### config.mk
export PLATFORM = sky130hd
export DESIGN_NAME = adc_sdo_chain
export DESIGN_NICKNAME = d
export VERILOG_FILES = /design/src/rtl/adc_sdo_pkg.sv /design/src/rtl/adc_edge_det.sv /design/src/rtl/adc_hold_latch.sv /design/src/rtl/adc_out_shifter.sv /design/src/rtl/adc_sdo_chain.sv
export SDC_FILE = /design/constraint.sdc
export NUM_CORES = 1
export LEC_CHECK = 0
export CAP_MARGIN = 40
export CORE_ASPECT_RATIO = 1.2
export CORE_UTILIZATION = 45
export CTS_CLUSTER_SIZE = 30
export DETAILED_ROUTE_END_ITERATION = 8
export DONT_BUFFER_PORTS = 1
export GPL_ROUTABILITY_DRIVEN = 0
export SLEW_MARGIN = 15
export SYNTH_ARGS = -nofsm -noshare
export SYNTH_HDL_FRONTEND = slang
export SYNTH_SLANG_ARGS = --single-unit
### constraint.sdc
create_clock -name clk -period 1.4 [get_ports clk]
set_clock_uncertainty 0.05 [all_clocks]
set_input_delay 0.21 -clock clk [delete_from_list [all_inputs] [get_ports clk]]
set_output_delay 0.21 -clock clk [all_outputs]
set_load 0.05 [all_outputs]
### src/rtl/adc_sdo_pkg.sv
package adc_sdo_pkg;
    typedef enum logic {
        ST_IDLE  = 1'b0,
        ST_FRAME = 1'b1
    } frame_st_e;
endpackage

### src/rtl/adc_edge_det.sv
module adc_edge_det #(
    parameter logic RST_VAL = 1'b1
) (
    input  logic clk,
    input  logic rst_n,
    input  logic pin,
    output logic rise,
    output logic fall
);
    typedef struct packed {
        logic s1;
        logic s2;
    } sync_t;

    sync_t sync_d, sync_q;

    always_comb begin
        sync_d    = sync_q;
        sync_d.s1 = pin;
        sync_d.s2 = sync_q.s1;
    end

    always_ff @(posedge clk or negedge rst_n) begin
        if (!rst_n) begin
            sync_q <= '{s1: RST_VAL, s2: RST_VAL};
        end else begin
            sync_q <= sync_d;
        end
    end

    assign rise = sync_q.s1 & ~sync_q.s2;
    assign fall = ~sync_q.s1 & sync_q.s2;
endmodule

### src/rtl/adc_hold_latch.sv
module adc_hold_latch #(
    parameter int RES_W = 16
) (
    input  logic             clk,
    input  logic             rst_n,
    input  logic             capture,
    input  logic [RES_W-1:0] din,
    input  logic             clear,
    output logic [RES_W-1:0] hold_q
);
    logic [RES_W-1:0] hold_d, hold_r;

    always_comb begin
        hold_d = hold_r;
        if (clear) begin
            hold_d = '1;
        end else if (capture) begin
            hold_d = din;
        end
    end

    always_ff @(posedge clk or negedge rst_n) begin
        if (!rst_n) begin
            hold_r <= '1;
        end else begin
            hold_r <= hold_d;
        end
    end

    assign hold_q = hold_r;
endmodule

### src/rtl/adc_out_shifter.sv
module adc_out_shifter #(
    parameter int RES_W = 16
) (
    input  logic             clk,
    input  logic             rst_n,
    input  logic             clear,
    input  logic             load,
    input  logic             force_ones,
    input  logic [RES_W-1:0] load_val,
    input  logic             shift,
    input  logic             cap,
    input  logic             cdi,
    input  logic             chain_en,
    output logic [RES_W-1:0] out_q,
    output logic             cdi_q
);
    typedef struct packed {
        logic [RES_W-1:0] sr;
        logic             cdi;
    } shf_t;

    shf_t shf_d, shf_q;
    logic tail_bit;

    assign tail_bit = chain_en ? shf_q.cdi : 1'b1;

    always_comb begin
        shf_d = shf_q;
        if (clear) begin
            shf_d.sr  = '1;
            shf_d.cdi = 1'b1;
        end else begin
            if (load) begin
                shf_d.sr = force_ones ? '1 : load_val;
            end else if (shift) begin
                shf_d.sr = {shf_q.sr[RES_W-2:0], tail_bit};
            end
            if (cap) begin
                shf_d.cdi = cdi;
            end
        end
    end

    always_ff @(posedge clk or negedge rst_n) begin
        if (!rst_n) begin
            shf_q <= '{sr: '1, cdi: 1'b1};
        end else begin
            shf_q <= shf_d;
        end
    end

    assign out_q = shf_q.sr;
    assign cdi_q = shf_q.cdi;
endmodule

### src/rtl/adc_sdo_chain.sv
module adc_sdo_chain
    import adc_sdo_pkg::*;
#(
    parameter int RES_W = 16
) (
    input  logic             clk,
    input  logic             rst_n,
    input  logic             eoc,
    input  logic [RES_W-1:0] sar_result,
    input  logic             cs_n,
    input  logic             sclk,
    input  logic             chain_en,
    input  logic             chain_in,
    input  logic             swrst_wr,
    output logic             sdo,
    output logic             sdo_oe
);
    typedef struct packed {
        frame_st_e st;
        logic      sw_pend;
        logic      fresh;
    } ctl_t;

    ctl_t ctl_d, ctl_q;

    logic cs_rise, cs_fall;
    logic sclk_rise, sclk_fall;
    logic sw_apply;
    logic in_frame;
    logic [RES_W-1:0] hold_q;
    logic [RES_W-1:0] out_q;
    logic cdi_q;

    adc_edge_det #(.RST_VAL(1'b1)) u_cs_edge (
        .clk  (clk),
        .rst_n(rst_n),
        .pin  (cs_n),
        .rise (cs_rise),
        .fall (cs_fall)
    );

    adc_edge_det #(.RST_VAL(1'b0)) u_sclk_edge (
        .clk  (clk),
        .rst_n(rst_n),
        .pin  (sclk),
        .rise (sclk_rise),
        .fall (sclk_fall)
    );

    assign in_frame = (ctl_q.st == ST_FRAME);
    assign sw_apply = cs_rise & ctl_q.sw_pend;

    always_comb begin
        ctl_d = ctl_q;
        unique case (ctl_q.st)
            ST_IDLE:  if (cs_fall) ctl_d.st = ST_FRAME;
            ST_FRAME: if (cs_rise) ctl_d.st = ST_IDLE;
            default:  ctl_d.st = ST_IDLE;
        endcase
        if (cs_fall) begin
            ctl_d.fresh = 1'b0;
        end
        if (in_frame && swrst_wr) begin
            ctl_d.sw_pend = 1'b1;
        end
        if (sw_apply) begin
            ctl_d.st      = ST_IDLE;
            ctl_d.sw_pend = 1'b0;
            ctl_d.fresh   = 1'b1;
        end
    end

    always_ff @(posedge clk or negedge rst_n) begin
        if (!rst_n) begin
            ctl_q <= '{st: ST_IDLE, sw_pend: 1'b0, fresh: 1'b1};
        end else begin
            ctl_q <= ctl_d;
        end
    end

    adc_hold_latch #(.RES_W(RES_W)) u_hold (
        .clk    (clk),
        .rst_n  (rst_n),
        .capture(eoc),
        .din    (sar_result),
        .clear  (sw_apply),
        .hold_q (hold_q)
    );

    adc_out_shifter #(.RES_W(RES_W)) u_shift (
        .clk       (clk),
        .rst_n     (rst_n),
        .clear     (sw_apply),
        .load      (cs_fall),
        .force_ones(ctl_q.fresh),
        .load_val  (hold_q),
        .shift     (sclk_fall & in_frame),
        .cap       (sclk_rise & in_frame),
        .cdi       (chain_in),
        .chain_en  (chain_en),
        .out_q     (out_q),
        .cdi_q     (cdi_q)
    );

    assign sdo    = out_q[RES_W-1];
    assign sdo_oe = in_frame;
endmodule

==> impl_metrics.ini <==
[status]
outcome = finished, violations left
failing_checks = setup timing

[worst_setup_path]
critical_path.cell_chain = buf_6 > or4b_4 > o21ai_2 > o211ai_1
path_max_fanout = 6
cp_num_buf_inv = 1
critPathSlowestCell = sky130_fd_sc_hd__dfstp_2
critPathLaunchType = flop
cp_slowest_stage_delay_ns = 0.60
timing_worst_setup_path_type = flop to flop
crit_cells = 4
timing.critical_path.to_type = flop
arrival_ns = 1.64
worst_r2r_startpoint = u_cs_edge.sync_q[0]
r2r.worst_path.cells = 4
critical-path-top-delay-family = flip-flops
worst-endpoint-required_ns = 1.56
r2r_end = u_shift.out_q[3]
ff2ff_setup_slack_ns = -0.09

[drt]
via_cell_ratio = 5.54
first_pass_iters = 4
totalWireLength_um = 4540
avgRoutedWirePerCell_um = 16.6
detailroute.via_count = 1518
drc_errors = 0
antenna_violating_nets_post_route = 0
drt_iter0_drc = 87

[pwr]
power.share.combinational_pct = 24.3
power_leakage_nw = 1.13
swShare_pct = 30.0
relative_contribution_of_sequential_cells_to_total_power_pct = 52.3
net_sw_power_w = 0.00105
vdd_ir_drop_max_uv = 645
clk_network_pwr_share_pct = 23.3
p_per_area_nw_per_um2 = 1370
internal_w = 0.00245

[timing]
tightestPinTransition_ns = 0.325
headroom_to_the_max_slew_limit_pct = 78.3
grt_setup_unrepaired = true
timing.final.crit_period_ns = 1.49
timing.final.crit_share_pct = 106
max_freq_ghz = 0.673
final-max-slew-violation-count = 0
report.final.hold_viol_count = 0
setup_ws_ns = -0.0851
report.final.setup_viol = 16
whs_ns = 0.00568

[global_routing]
largest_net_degree_at_the_start_of_global_routing = 41
total_track_usage_pct = 21.2
grt_antenna_before_repair = 0
global_route_wire_length_before_repair_um = 7470
vias_in_the_first_global_route = 1538
overflow = 0

[cts]
cts_num_sinks = 40
worst_skew_pair.late_latency_ns = 0.29
tritoncts.num_buffers = 5
clkTransAtPathRegs_ns = 0.08
cts_htree_levels = 2
cts_root_buffer = sky130_fd_sc_hd__clkbuf_8
tritoncts_clock_tree = built
max-clock-path-buffers = 2

[hold_path]
hold_path_startpoint = eoc
worstHoldPathType = input pin to flop
whs_path_depth = 2
end_point_of_the_most_critical_hold_path = u_hold.hold_q[8]

[cells_and_area]
area_growth_syn_to_layout_pct = 27.4
design.final.nets = 241
n_antenna_cell = 0
finalCoreUtilization_pct = 60.1
layoutNonFillerInstCount = 274
fill_cells = 352
drive_above_1_share_pct = 41.7

[logic_synthesis]
avgSynthCellArea_sq_um = 11.0
syn_area_sq_um = 2010
syn-num-nets = 206
synth.largest_area_cell = sky130_fd_sc_hd__dfstp_2
synth_top_cell_area_share_pct = 47.1
ys_warn_count = 0
yosysUniqueCellTypes = 27
postSynthRegisterBits = 40
seq_area_frac_synth_pct = 52.1
synth.area.top_cells = sky130_fd_sc_hd__dfstp_2 47%, sky130_fd_sc_hd__mux2i_1 8.5%, sky130_fd_sc_hd__nand2_1 6.2%
synth_cells = 182

[floorplanning]
num_rows = 26
die_area_sq_um = 4740
die_y_um = 75.2
io_count = 26
floorplan.initialDensity_pct = 47.2
core_box_area_sq_um = 4260
die_width_um = 63

[placement]
hpwl_um = 2760
dpl.cell_count = 239
port_buffers = 0

[job]
max_cap_violations = 0
## flip-flops by register name, summed over array words and instances (netlist names)
| register | count |
|---|---|
| u_sclk_edge.sync_d | 1 |
| u_sclk_edge.sync_q | 1 |
| u_cs_edge.sync_d | 1 |
| u_cs_edge.sync_q | 1 |
| u_shift.out_q | 16 |
| u_shift.cdi_q | 1 |
| sdo_oe | 1 |
| u_hold.hold_q | 16 |
| ctl_q | 2 |
## cell usage in the layout, fill, tap and decap left out, drive strengths merged
cell type,synthesis,final
mux2,13,13
a31oi,1,1
o221ai,12,12
nand2b,1,1
o211ai,2,2
nor4,2,2
clkbuf,4,6
a21oi,13,13
mux2i,17,17
dfstp,36,36
clkinvlp,0,2
nor2,15,15
nand2,33,33
or4b,2,2
a41oi,1,1
nand3,3,4
dfrtp,4,4
buf,11,24
dlygate4sd3,0,18
o21ai,4,4
nor2b,2,2
nand3b,3,3
inv,1,1
and3b,2,2
## cells by family (layout without fill, tap and decap cells)
| logic type | Yosys count | in the layout | synth area share (%) |
|---|---|---|---|
| flip-flops | 40 | 40 | 52.1 |
| AND/OR/NAND/NOR | 63 | 64 | 15.5 |
| multiplexers | 30 | 30 | 17.2 |
| AO/OA/AOI/OAI | 33 | 33 | 11.0 |
| buffers and inverters | 16 | 51 | 4.23 |
## per-stage QoR
step | setup TNS (ns) | area [sq um] | total power (W) | setup slack [ns]
finish | -0.736 | 2560 | 0.00350 | -0.0851
CTS | -0.735 | 2460 | 0.00346 | -0.0799
global route | -1.65 | 2560 | 0.00370 | -0.131
global placement | -1.06 | 2120 | 0.00251 | -0.0821
floorplan | -0.548 | 2020 | 0.00237 | -0.0686
detailed placement | -1.42 | 2120 | 0.00254 | -0.114
## power by group through the flow
stage	combinational [W]	clock [W]	sequential, W
4_1_cts	0.000802	0.000838	0.00182
6_report	0.000852	0.000816	0.00183
5_1_grt	0.000940	0.000887	0.00188
3_5_place_dp	0.000708	0	0.00183
2_1_floorplan	0.000609	0	0.00176
3_3_place_gp	0.000687	0	0.00182
## metal layers
metal	vias up	wire length, um	GRT usage [%]
met2	49	2160	34.6
met4	0	85	8.79
met3	9	208	4.55
met5	-	0	0
li1	724	-	-
met1	736	2080	27.5
## layout make-up
class	count	area (sq um)	area share, %
tap	56	70.1	2.74
clock buffer	6	82.6	3.23
multi-input combinational	127	946	37.0
timing repair buffer	42	395	15.4
sequential	40	1050	40.9
inverter	1	3.75	0.147
clock inverter	2	15.0	0.587
## cell usage after synthesis
cell and n:
sky130_fd_sc_hd__dfstp_2 36, sky130_fd_sc_hd__nand2_1 33, sky130_fd_sc_hd__mux2i_1 17, sky130_fd_sc_hd__nor2_1 15, sky130_fd_sc_hd__a21oi_1 13, sky130_fd_sc_hd__o221ai_1 12, sky130_fd_sc_hd__buf_2 8, sky130_fd_sc_hd__mux2_4 8
sky130_fd_sc_hd__mux2_2 5, sky130_fd_sc_hd__clkbuf_1 4, sky130_fd_sc_hd__dfrtp_1 4, sky130_fd_sc_hd__o21ai_0 4, sky130_fd_sc_hd__and3b_1 2, sky130_fd_sc_hd__buf_4 2, sky130_fd_sc_hd__nand3_1 2, sky130_fd_sc_hd__nand3b_1 2
sky130_fd_sc_hd__nor2b_1 2, sky130_fd_sc_hd__nor4_1 2, sky130_fd_sc_hd__o211ai_1 2, sky130_fd_sc_hd__or4b_1 2, sky130_fd_sc_hd__a31oi_1 1, sky130_fd_sc_hd__a41oi_1 1, sky130_fd_sc_hd__buf_6 1, sky130_fd_sc_hd__inv_1 1
sky130_fd_sc_hd__nand2b_1 1, sky130_fd_sc_hd__nand3_4 1, sky130_fd_sc_hd__nand3b_4 1
## worst reg2reg max path, delay by kind of cell (launching register included)
kind / cells / cell delay, ns
AND/OR/NAND/NOR: 1 / 0.46
buffers and inverters: 1 / 0.13
AO/OA/AOI/OAI: 2 / 0.16
flip-flops: 1 / 0.60
## what timing repair did
item | CTS | global route
endpoints found under the setup margin | 16 | 17
hold buffers | 20 | 0
gates cloned | 1 | 0
pin swaps | 1 | 3
setup buffers | 2 | 5
gates resized for setup | 5 | 14
hold endpoints to repair | 56 | 0
## how the worst max path moves through the flow
stage	slack (ns)	end	startpoint
floorplan	-0.07	u_shift.out_q[10]	u_cs_edge.sync_d[0]
global route	-0.13	u_shift.out_q[3]	u_cs_edge.sync_q[0]
CTS	-0.08	u_shift.out_q[0]	u_cs_edge.sync_d[0]
global placement	-0.08	u_shift.out_q[6]	u_cs_edge.sync_d[0]
finish	-0.09	u_shift.out_q[3]	u_cs_edge.sync_q[0]
detailed placement	-0.11	u_shift.out_q[12]	u_cs_edge.sync_d[0]
(Power assumes the default switching activity.)
